### config.mk
export PLATFORM = sky130hd
export DESIGN_NAME = vme_irq_ack
export DESIGN_NICKNAME = d
export VERILOG_FILES = /design/src/rtl/vme_irq_pkg.sv /design/src/rtl/irq_level_latch.sv /design/src/rtl/irq_prio_enc.sv /design/src/rtl/loc_evt_unit.sv /design/src/rtl/iack_ctrl.sv /design/src/rtl/vme_irq_ack.sv
export SDC_FILE = /design/constraint.sdc
export NUM_CORES = 1
export LEC_CHECK = 0
export BUFFER_PORTS_ARGS = -buffer_cell sky130_fd_sc_hd__clkbuf_2
export CORE_ASPECT_RATIO = 1.2
export CORE_MARGIN = 4
export CORE_UTILIZATION = 55
export DETAILED_ROUTE_END_ITERATION = 7
export HOLD_SLACK_MARGIN = 0.02
export PLACE_DENSITY = 0.83
export SYNTH_ARGS = -nofsm -noshare
export SYNTH_HDL_FRONTEND = slang
export SYNTH_SLANG_ARGS = --single-unit
### constraint.sdc
create_clock -name clk -period 3.85 [get_ports clk]
set_clock_uncertainty 0.2 [all_clocks]
set_input_delay 0.1925 -clock clk [delete_from_list [all_inputs] [get_ports clk]]
set_output_delay 0.1925 -clock clk [all_outputs]
set_load 0.01 [all_outputs]
### src/rtl/vme_irq_pkg.sv
package vme_irq_pkg;

   typedef enum logic [0:0] {
      HST_IDLE = 1'b0,
      HST_IACK = 1'b1
   } hst_state_e;

   // fixed vector number for a local event index: 0,1 -> 1,2 ; 2.. -> 6..
   function automatic logic [7:0] loc_vec_of(input logic [4:0] idx);
      if (idx < 5'd2)
         return 8'(idx) + 8'd1;
      else
         return 8'(idx) + 8'd4;
   endfunction

endpackage

### src/rtl/irq_level_latch.sv
module irq_level_latch #(
   parameter int NUM_LEVELS  = 7,
   parameter int SYNC_STAGES = 2
) (
   input  logic                  clk,
   input  logic                  rst_n,
   input  logic [NUM_LEVELS-1:0] irq_n,
   input  logic [NUM_LEVELS-1:0] ack_pulse,
   output logic [NUM_LEVELS-1:0] pend
);

   for (genvar g = 0; g < NUM_LEVELS; g++) begin : g_lvl
      logic req;
      logic pend_q;
      logic acked_q;

      if (SYNC_STAGES == 0) begin : g_nosync
         assign req = ~irq_n[g];
      end else begin : g_sync
         logic [SYNC_STAGES-1:0] sh_q;
         always_ff @(posedge clk) begin
            if (!rst_n) begin
               sh_q <= '1;
            end else begin
               sh_q[0] <= irq_n[g];
               for (int k = 1; k < SYNC_STAGES; k++)
                  sh_q[k] <= sh_q[k-1];
            end
         end
         assign req = ~sh_q[SYNC_STAGES-1];
      end

      always_ff @(posedge clk) begin
         if (!rst_n) begin
            pend_q  <= 1'b0;
            acked_q <= 1'b0;
         end else begin
            pend_q  <= req | (pend_q & ~(acked_q | ack_pulse[g]));
            acked_q <= (acked_q | ack_pulse[g]) & req;
         end
      end

      assign pend[g] = pend_q;
   end

endmodule

### src/rtl/irq_prio_enc.sv
module irq_prio_enc #(
   parameter int NUM_LEVELS = 7,
   parameter int DATA_W     = 16,
   localparam int LVL_W     = $clog2(NUM_LEVELS + 1)
) (
   input  logic [NUM_LEVELS-1:0] pend,
   output logic [DATA_W-1:0]     status
);

   logic [LVL_W-1:0] top_lvl;

   always_comb begin
      top_lvl = '0;
      for (int k = 0; k < NUM_LEVELS; k++)
         if (pend[k]) top_lvl = LVL_W'(k + 1);
   end

   always_comb begin
      status = '0;
      status[0] = |pend;
      status[LVL_W:1] = top_lvl;
   end

endmodule

### src/rtl/loc_evt_unit.sv
module loc_evt_unit
   import vme_irq_pkg::*;
#(
   parameter int LOC_N = 16
) (
   input  logic             clk,
   input  logic             rst_n,
   input  logic [LOC_N-1:0] raw,
   input  logic             clr,
   output logic             pend_any,
   output logic [7:0]       vec,
   output logic [LOC_N-1:0] pend
);

   logic [LOC_N-1:0] prev_q;
   logic [LOC_N-1:0] pend_q;
   logic [LOC_N-1:0] clr_mask;
   logic [4:0]       sel;

   always_comb begin
      sel = '0;
      for (int k = LOC_N - 1; k >= 0; k--)
         if (pend_q[k]) sel = 5'(k);
   end

   always_comb begin
      clr_mask = '0;
      if (clr && (|pend_q)) clr_mask[sel] = 1'b1;
   end

   always_ff @(posedge clk) begin
      if (!rst_n) begin
         prev_q <= '1;
         pend_q <= '0;
      end else begin
         prev_q <= raw;
         pend_q <= (pend_q & ~clr_mask) | (raw & ~prev_q);
      end
   end

   assign pend_any = |pend_q;
   assign vec      = pend_any ? loc_vec_of(sel) : 8'd0;
   assign pend     = pend_q;

endmodule

### src/rtl/iack_ctrl.sv
module iack_ctrl
   import vme_irq_pkg::*;
#(
   parameter int              NUM_LEVELS = 7,
   parameter int              ADDR_W     = 13,
   parameter int              DATA_W     = 16,
   parameter logic [ADDR_W-1:0] ACK_BASE = 13'h0800,
   parameter logic [ADDR_W-1:0] STAT_OFS = 13'h0004,
   localparam int             LVL_W      = $clog2(NUM_LEVELS + 1)
) (
   input  logic                  clk,
   input  logic                  rst_n,
   input  logic                  rd_stb,
   input  logic                  rd_byte,
   input  logic [ADDR_W-1:0]     rd_addr,
   input  logic [DATA_W-1:0]     status,
   output logic                  rd_ack,
   output logic [DATA_W-1:0]     rd_data,
   output logic                  iack_req,
   output logic [LVL_W-1:0]      iack_lvl,
   input  logic                  iack_done,
   input  logic [7:0]            iack_vec,
   output logic [NUM_LEVELS-1:0] ack_pulse
);

   hst_state_e          state_q;
   logic [LVL_W-1:0]    lvl_q;
   logic [ADDR_W-1:0]   off;
   logic [ADDR_W-2:0]   cand;
   logic                hit_ack;

   assign off  = rd_addr - ACK_BASE;
   assign cand = off[ADDR_W-1:1];
   assign hit_ack = rd_byte && (rd_addr >= ACK_BASE) && off[0]
                    && (cand != '0) && (cand <= (ADDR_W-1)'(NUM_LEVELS));

   always_ff @(posedge clk) begin
      if (!rst_n) begin
         state_q <= HST_IDLE;
         lvl_q   <= '0;
         rd_ack  <= 1'b0;
         rd_data <= '0;
      end else begin
         rd_ack <= 1'b0;
         case (state_q)
            HST_IDLE: begin
               if (rd_stb) begin
                  if (hit_ack) begin
                     state_q <= HST_IACK;
                     lvl_q   <= LVL_W'(cand);
                  end else begin
                     rd_ack  <= 1'b1;
                     rd_data <= (rd_addr == STAT_OFS) ? status : '0;
                  end
               end
            end
            HST_IACK: begin
               if (iack_done) begin
                  state_q <= HST_IDLE;
                  rd_ack  <= 1'b1;
                  rd_data <= DATA_W'(iack_vec);
               end
            end
            default: state_q <= HST_IDLE;
         endcase
      end
   end

   assign iack_req = (state_q == HST_IACK);
   assign iack_lvl = iack_req ? lvl_q : '0;

   always_comb begin
      ack_pulse = '0;
      for (int k = 0; k < NUM_LEVELS; k++)
         if (iack_req && iack_done && (lvl_q == LVL_W'(k + 1)))
            ack_pulse[k] = 1'b1;
   end

endmodule

### src/rtl/vme_irq_ack.sv
module vme_irq_ack #(
   parameter int              NUM_LEVELS  = 7,
   parameter int              SYNC_STAGES = 2,
   parameter int              ADDR_W      = 13,
   parameter int              DATA_W      = 16,
   parameter logic [ADDR_W-1:0] ACK_BASE  = 13'h0800,
   parameter logic [ADDR_W-1:0] STAT_OFS  = 13'h0004,
   localparam int             LVL_W       = $clog2(NUM_LEVELS + 1),
   localparam int             LOC_N       = 16
) (
   input  logic                  clk,
   input  logic                  rst_n,
   input  logic [NUM_LEVELS-1:0] vme_irq_n,
   input  logic                  rd_stb,
   input  logic                  rd_byte,
   input  logic [ADDR_W-1:0]     rd_addr,
   output logic                  rd_ack,
   output logic [DATA_W-1:0]     rd_data,
   output logic                  irq_any,
   output logic                  iack_req,
   output logic [LVL_W-1:0]      iack_lvl,
   input  logic                  iack_done,
   input  logic [7:0]            iack_vec,
   input  logic                  host_tmo,
   input  logic                  tick,
   input  logic                  btn_n,
   input  logic                  bus_err,
   input  logic [3:0]            gsw,
   input  logic [3:0]            msw,
   input  logic                  acfail,
   input  logic                  wpfail,
   input  logic                  arb_tmo,
   input  logic                  sysfail,
   input  logic                  loc_clr,
   output logic                  loc_pend,
   output logic [7:0]            loc_vec,
   output logic                  loc_l6,
   output logic                  loc_l7
);

   if (NUM_LEVELS < 1 || NUM_LEVELS > 7) begin : g_bad_levels
      $error("NUM_LEVELS must be 1..7 to fit status bits 3..1");
   end
   if (DATA_W < 8) begin : g_bad_width
      $error("DATA_W must hold at least the vector byte");
   end
   if (SYNC_STAGES < 0) begin : g_bad_sync
      $error("SYNC_STAGES must not be negative");
   end

   logic [NUM_LEVELS-1:0] pend_q;
   logic [NUM_LEVELS-1:0] ack_pulse;
   logic [DATA_W-1:0]     stat_w;
   logic [LOC_N-1:0]      loc_raw;
   logic [LOC_N-1:0]      loc_pend_v;

   irq_level_latch #(
      .NUM_LEVELS (NUM_LEVELS),
      .SYNC_STAGES(SYNC_STAGES)
   ) i_latch (
      .clk      (clk),
      .rst_n    (rst_n),
      .irq_n    (vme_irq_n),
      .ack_pulse(ack_pulse),
      .pend     (pend_q)
   );

   irq_prio_enc #(
      .NUM_LEVELS(NUM_LEVELS),
      .DATA_W    (DATA_W)
   ) i_enc (
      .pend  (pend_q),
      .status(stat_w)
   );

   iack_ctrl #(
      .NUM_LEVELS(NUM_LEVELS),
      .ADDR_W    (ADDR_W),
      .DATA_W    (DATA_W),
      .ACK_BASE  (ACK_BASE),
      .STAT_OFS  (STAT_OFS)
   ) i_ctrl (
      .clk      (clk),
      .rst_n    (rst_n),
      .rd_stb   (rd_stb),
      .rd_byte  (rd_byte),
      .rd_addr  (rd_addr),
      .status   (stat_w),
      .rd_ack   (rd_ack),
      .rd_data  (rd_data),
      .iack_req (iack_req),
      .iack_lvl (iack_lvl),
      .iack_done(iack_done),
      .iack_vec (iack_vec),
      .ack_pulse(ack_pulse)
   );

   // event index order sets the vector number (see package function)
   assign loc_raw = {sysfail, arb_tmo, wpfail, acfail, msw, gsw,
                     bus_err, ~btn_n, tick, host_tmo};

   loc_evt_unit #(
      .LOC_N(LOC_N)
   ) i_loc (
      .clk     (clk),
      .rst_n   (rst_n),
      .raw     (loc_raw),
      .clr     (loc_clr),
      .pend_any(loc_pend),
      .vec     (loc_vec),
      .pend    (loc_pend_v)
   );

   assign irq_any = |pend_q;
   assign loc_l6  = loc_pend_v[2];
   assign loc_l7  = loc_pend_v[3];

endmodule

==> flow_metrics.py, run 1 <==
metrics = {
    "outcome": {
        "status": "completed",
    },
    "synth": {
        "yosysSeqAreaShare_pct": 47.7,
        "synth_area_per_cell_um2": 9.40,
        "yosys_warnings": 0,
        "synth_cells": 326,
        "netlist_area_mm2": 0.00306,
        "netlist-cell-type-count": 39,
        "ys_ff_latch": 73,
    },
    "route": {
        "drt-total-wl_mm": 6.75,
        "detail_route.vias_per_cell": 5.27,
        "vias": 2649,
        "ant_nets": 0,
        "first_iter_violations": 115,
        "drc": 0,
        "wl_per_cell_um": 13.4,
        "dr.pass1.iters": 5,
    },
    "clock_tree": {
        "clock_path_buffers": 2,
        "numCtsBuffers": 9,
        "root_buffer": "clkbuf_8",
        "clk_pin_slew_worst_paths_ps": 80,
        "ctsResizeCount": 0,
        "ctsHtreeMaxLevel": 3,
        "clock_latency_ps": 340,
        "cts_tree": "yes",
        "post_cts_buffers": 0,
        "clkSinkCount": 73,
    },
    "min_path": {
        "hold_start": "loc_clr",
        "hp-class": "in2reg",
    },
    "die": {
        "die_area_mm2": 0.00683,
        "ios": 83,
        "die_w_um": 76.1,
        "start_util_pct": 57.4,
        "die_h_um": 89.8,
        "core_mm2": 0.00533,
        "rows": 29,
    },
    "layout": {
        "nets": 494,
        "instances_no_fill": 503,
        "drive_gt1_share_pct": 22.0,
        "multi_input_area_mm2": 0.00148,
        "areaGrowthSynthToFinish_pct": 30.7,
        "finalInstanceArea_mm2": 0.00400,
        "regArea_mm2": 0.00146,
        "fillers": 408,
        "antenna_cells": 0,
    },
    "global_route": {
        "grt_pass1_vias": 2656,
        "grt_use_total_pct": 20.7,
        "overflow": 0,
        "antenna_found_initial": 0,
        "grt_max_degree": 45,
        "grt_first_pass_wirelength_mm": 11.6,
    },
    "sta": {
        "fin_ws_ps": 1250,
        "setup_viol": 0,
        "rsz0062_at_grt": "no",
        "slew_viol_final": 0,
        "fmax_mhz": 384,
        "max-slew-margin-rel_pct": 62.7,
        "tightest_slew_ps": 554,
        "hold_viol_final": 0,
        "tns_ps": 0,
        "min_period_over_period_pct": 67.6,
        "finalCriticalPeriod_ps": 2600,
    },
    "placed_design": {
        "gp_congestion": 0.889,
        "dp.final_hpwl_mm": 4.68,
        "pre_cts_slack_ps": 1600,
        "post-place-cells": 450,
        "placed_cell_area_mm2": 0.00342,
        "io_buffers": 71,
    },
    "setup_path": {
        "criticalPathCategory": "reg2out",
        "crit_required_ps": 3460,
        "end_kind": "primary output",
        "path_max_fanout": 5,
        "reg2reg_from": "i_loc.pend[7]",
        "start_kind": "flop",
        "setup.worst_path.start": "i_loc.pend[10]",
        "cp.arrival_ps": 2210,
    },
    "power": {
        "internal_power_w": 0.00122,
        "total_power_w": 0.00168,
        "switching_power_w": 0.000462,
        "leakagePower_nw": 1.72,
        "sequentialPowerShare_pct": 47.9,
        "combPwrFrac_pct": 15.5,
        "power_density_mw_per_mm2": 421,
        "power_frac_clock_pct": 36.7,
        "vdd_drop_max_mv": 0.314,
        "p_sw_share_pct": 27.4,
    },
    "run": {
        "drv_cap": 0,
    },
}
kinds of logic (layout without fill, tap and decap cells):
kind of cell             after synthesis  after routing  share of synthesized area [%]
buffers and inverters                 32            137                           5.31
AO/OA/AOI/OAI                         75             75                           16.5
AND/OR/NAND/NOR                      134            134                           26.2
flip-flops                            73             73                           47.7
other                                  1             11                          0.122
multiplexers                           3              3                          0.980
adder cells (fa/ha/maj)                8              8                           3.27
cell type report:
class / count / area share (%)
multi-input combinational: 231 / 36.9
sequential: 73 / 36.5
timing repair buffer: 109 / 18.3
clock buffer: 9 / 3.09
clock inverter: 7 / 2.13
tap: 62 / 1.94
inverter: 12 / 1.13
stage by stage:
step	hold WS (ps)	util, %
after floorplan	54.4	-
after global placement	157	64.2
after detailed placement	164	64.2
after CTS	52.6	75.1
after global routing	71.3	75.1
final	75.8	75.1
worst max-delay path: stages, from the launching register on:
cell and delay, ps:
dfxtp_1 390, inv_1 50, a2111oi_0 380, o31a_1 200, o22a_1 210, inv_1 80
ha_1 290, a21o_1 160, clkbuf_2 120
cells in the final DEF, fill, tap and decap left out, types with 2 or more instances in the layout:
master / instances
o21bai_1: 2
mux2i_1: 3
nor4_4: 2
nor3b_1: 7
dlygate4sd3_1: 37
ha_1: 8
a31oi_1: 3
nand4_1: 2
and2_1: 5
or4_4: 3
nor3_1: 3
nor2b_1: 11
or4_1: 2
nand3_1: 3
nand2b_1: 48
nor4_1: 4
conb_1: 11
nor3b_2: 2
a21boi_0: 23
clkinvlp_4: 2
nor2_1: 16
inv_8: 2
o31ai_1: 2
dfxtp_1: 73
and3_1: 3
clkbuf_8: 9
a32oi_1: 4
inv_1: 12
inv_6: 2
clkbuf_2: 71
a21oi_1: 12
nand2_1: 23
o21ai_0: 20
Yosys cell counts, drive strengths merged:
cell / n / area (um^2)
dfxtp: 73 / 1460
o31ai: 2 / 15.0
a2111oi: 1 / 8.76
nand2b: 48 / 300
inv: 12 / 45.0
nand4: 2 / 12.5
a32oi: 4 / 35.0
o22a: 1 / 8.76
and2: 5 / 31.3
nor2: 16 / 60.1
nor3: 3 / 15.0
clkbuf: 8 / 30.0
and3: 3 / 18.8
nor3b: 9 / 77.6
a21boi: 23 / 173
o31a: 1 / 8.76
nor4: 6 / 67.6
o21a: 1 / 15.0
nor2b: 11 / 68.8
conb: 1 / 3.75
a21oi: 12 / 60.1
a221oi: 2 / 23.8
nand3: 3 / 15.0
a21o: 1 / 7.51
buf: 12 / 87.6
o211a: 1 / 10.0
ha: 8 / 100
o21bai: 2 / 15.0
or4: 5 / 48.8
mux2i: 3 / 30.0
o21ai: 21 / 105
nand2: 23 / 86.3
a31oi: 3 / 18.8
power by group through the flow:
stage                     Clock [W]  Combinational (W)  Sequential (W)
after floorplan                   0           0.000157        0.000819
after global placement            0           0.000226        0.000822
after detailed placement          0           0.000232        0.000823
after CTS                  0.000636           0.000261        0.000806
after global routing       0.000673           0.000293        0.000810
final                      0.000618           0.000261        0.000806
per-layer routing:
layer / vias to the layer above / share of wire [%] / GRT usage (%)
li1: 1310 / - / -
met1: 1228 / 39 / 21.6
met2: 91 / 52 / 36.7
met3: 20 / 5.8 / 6.60
met5: - / 0 / 0
met4: 0 / 3.1 / 10.3
repair_timing:
item                                   4_1_cts  5_1_grt
setup endpoints to repair                    0        0
hold buffers                                37        0
endpoints found under the hold margin       51        0
sequential cells by signal, indices dropped and copies added, names as in the netlist:
| name | count |
|---|---|
| i_loc.prev_q | 16 |
| i_ctrl.iack_req | 1 |
| i_ctrl.lvl_q | 3 |
| i_latch.g_lvl.acked_q | 7 |
| i_latch.g_lvl.pend_q | 7 |
| i_latch.g_lvl.g_sync.sh_q | 14 |
| i_ctrl.rd_data | 8 |
| i_loc.pend | 16 |
| i_ctrl.rd_ack | 1 |
worst paths after layout:
kind | to | slack (ps) | depth (start not counted)
min reg2reg | i_latch.g_lvl[5].g_sync.sh_q[1] | 200 | 1
max reg2reg | i_loc.pend[3] | 1620 | 8
min | i_loc.pend[2] | 80 | 4
max | loc_vec[1] | 1250 | 8
Note: power is estimated with default switching activity, not from simulation.
==> inputs of run 2 (changes only) <==
--- a/config.mk
+++ b/config.mk
@@ -8,10 +8,10 @@
 export BUFFER_PORTS_ARGS = -buffer_cell sky130_fd_sc_hd__clkbuf_2
 export CORE_ASPECT_RATIO = 1.2
 export CORE_MARGIN = 4
-export CORE_UTILIZATION = 55
+export CORE_UTILIZATION = 52
 export DETAILED_ROUTE_END_ITERATION = 7
 export HOLD_SLACK_MARGIN = 0.02
-export PLACE_DENSITY = 0.83
+export PLACE_DENSITY = 0.79
 export SYNTH_ARGS = -nofsm -noshare
 export SYNTH_HDL_FRONTEND = slang
 export SYNTH_SLANG_ARGS = --single-unit
==> constraint.sdc (replaced) <==
create_clock -name clk -period 2.44 [get_ports clk]
set_clock_uncertainty 0.2 [all_clocks]
set_input_delay 0.122 -clock clk [delete_from_list [all_inputs] [get_ports clk]]
set_output_delay 0.122 -clock clk [all_outputs]
set_load 0.01 [all_outputs]
==> flow_metrics.py, run 2 (synthesis gave the netlist of run 1 again) <==
metrics = {
    "clock_tree": {
        "root_buffer": "clkbuf_8",
        "clkSinkCount": 73,
        "ctsHtreeMaxLevel": 3,
        "clk_pin_slew_worst_paths_ps": 70,
        "cts_tree": "yes",
        "clock_path_buffers": 2,
        "clock_latency_ps": 330,
        "numCtsBuffers": 9,
    },
    "global_route": {
        "grt_max_degree": 34,
        "grtUsageMet1_pct": 22.4,
        "grt_first_pass_wirelength_mm": 11.5,
        "grt.met2_usage_pct": 36.6,
        "antenna_found_initial": 0,
        "grt_use_met3_pct": 5.60,
        "grt_pass1_vias": 2541,
        "overflow": 0,
        "busiest_layer": "met2",
        "grt_use_total_pct": 20.2,
    },
    "sta": {
        "setup_viol": 0,
        "fin_ws_ps": 114,
        "rsz0062_at_grt": "no",
        "fmax_mhz": 430,
        "slew_viol_final": 0,
        "hold-worst-slack_ps": 42.5,
        "hold_viol_final": 0,
        "finalCriticalPeriod_ps": 2330,
        "min_period_over_period_pct": 95.3,
        "tns_ps": 0,
        "max-slew-margin-rel_pct": 64.0,
        "tightest_slew_ps": 539,
    },
    "setup_path": {
        "path_max_fanout": 4,
        "cp_slowest_cell": "a2111oi_2",
        "critical_path_buf_inv_count": 2,
        "r2r_setup_slack_ps": 240,
        "end_kind": "primary output",
        "worstPathCellList": "a2111oi_2, o31a_1, o22a_1, inv_1, ha_2, a21o_1, clkbuf_2",
        "cp.arrival_ps": 2000,
        "criticalPathCategory": "reg2out",
        "start_kind": "flop",
        "crit_required_ps": 2120,
        "max_stage_delay_ps": 360,
        "path_delay_family": "compound AO/OA/AOI/OAI gates",
    },
    "die": {
        "die_w_um": 78.1,
        "die_area_mm2": 0.00719,
        "ios": 83,
        "start_util_pct": 53.7,
        "die_h_um": 92.1,
        "core_mm2": 0.00571,
        "rows": 30,
    },
    "placed_design": {
        "pre_cts_slack_ps": 210,
        "dp.final_hpwl_mm": 4.87,
        "post-place-cells": 471,
        "io_buffers": 71,
        "gp_congestion": 0.866,
    },
    "power": {
        "leakagePower_nw": 1.75,
        "power_density_mw_per_mm2": 656,
        "vdd_drop_max_mv": 0.410,
    },
    "route": {
        "drc": 0,
        "first_iter_violations": 91,
        "detail_route.vias_per_cell": 5.02,
        "wl_per_cell_um": 13.6,
        "ant_nets": 0,
        "dr.pass1.iters": 4,
        "drt-total-wl_mm": 7.17,
        "vias": 2652,
    },
    "layout": {
        "post-route-util_pct": 72.1,
        "drive_gt1_share_pct": 24.1,
        "nets": 501,
        "antenna_cells": 0,
        "layout_commonest_cell": "dfxtp_1",
        "mostFrequentLayoutCells": "dfxtp_1 (72), clkbuf_2 (71), nand2b_1 (48)",
        "instances_no_fill": 528,
        "areaGrowthSynthToFinish_pct": 34.2,
        "fillers": 455,
    },
    "outcome": {
        "status": "completed",
    },
    "min_path": {
        "hp-class": "in2reg",
    },
    "run": {
        "drv_cap": 0,
    },
}
run 2: cell types whose count changed in the layout (fill, tap and decap cells not counted), sizes merged:
| cell | before | now |
|---|---|---|
| buf | 1 | 6 |
| bufinv | 1 | 2 |
| clkinv | 0 | 3 |
| inv | 16 | 12 |
| clkbuf | 80 | 81 |
| dlygate4sd3 | 37 | 39 |
| clkinvlp | 2 | 1 |
run 2: final timing paths:
kind                                                 startpoint                  endpoint  depth (start not counted)
worst max-delay path                             i_loc.pend[11]                loc_vec[1]                          7
worst min-delay path                                    loc_clr             i_loc.pend[2]                          4
worst max register to register                  i_ctrl.iack_req         i_ctrl.rd_data[7]                          5
worst min register to register  i_latch.g_lvl[3].g_sync.sh_q[1]  i_latch.g_lvl[3].acked_q                          1
run 2: through the flow:
stage	power [W]	cell area [um^2]
after floorplan	0.00154	3100
after global placement	0.00167	3470
after detailed placement	0.00167	3470
after CTS	0.00271	4080
after global routing	0.00284	4110
final	0.00270	4110
run 2: routing by layer:
metal | vias up | wire (um)
li1 | 1328 | -
met1 | 1230 | 3060
met2 | 88 | 3570
met3 | 6 | 464
met4 | 0 | 72
met5 | - | 0
run 2: timing repair:
item / 4_1_cts / 5_1_grt
pin swaps: 1 / 1
endpoints found under the setup margin: 3 / 3
endpoints found under the hold margin: 51 / 0
gates resized for setup: 2 / 6
setup buffers: 1 / 1
hold buffers: 39 / 0
run 2: area by class of cell:
cell class | instances | area, um^2 | area share, %
clock inverters | 6 | 82.6 | 2.01
multi-input cells | 231 | 1500 | 36.6
inverters | 12 | 45.0 | 1.10
well taps | 80 | 100 | 2.43
flip-flops and latches | 73 | 1460 | 35.6
clock buffers | 10 | 128 | 3.10
repair buffers | 116 | 791 | 19.2
run 2: worst register-to-register path: cells and delay by family (launching register included):
family	cells	cell delay (ps)
AND/OR/NAND/NOR	2	250
AO/OA/AOI/OAI	2	400
buffers and inverters	1	590
flip-flops	1	660
run 2: power by group:
| group | leakage, nW | internal (W) | switching [W] |
|---|---|---|---|
| Clock | 0.106 | 0.000570 | 0.000409 |
| Sequential | 0.601 | 0.00124 | 0.0000346 |
| Combinational | 1.05 | 0.000217 | 0.000227 |
| Total | 1.75 | 0.00203 | 0.000671 |
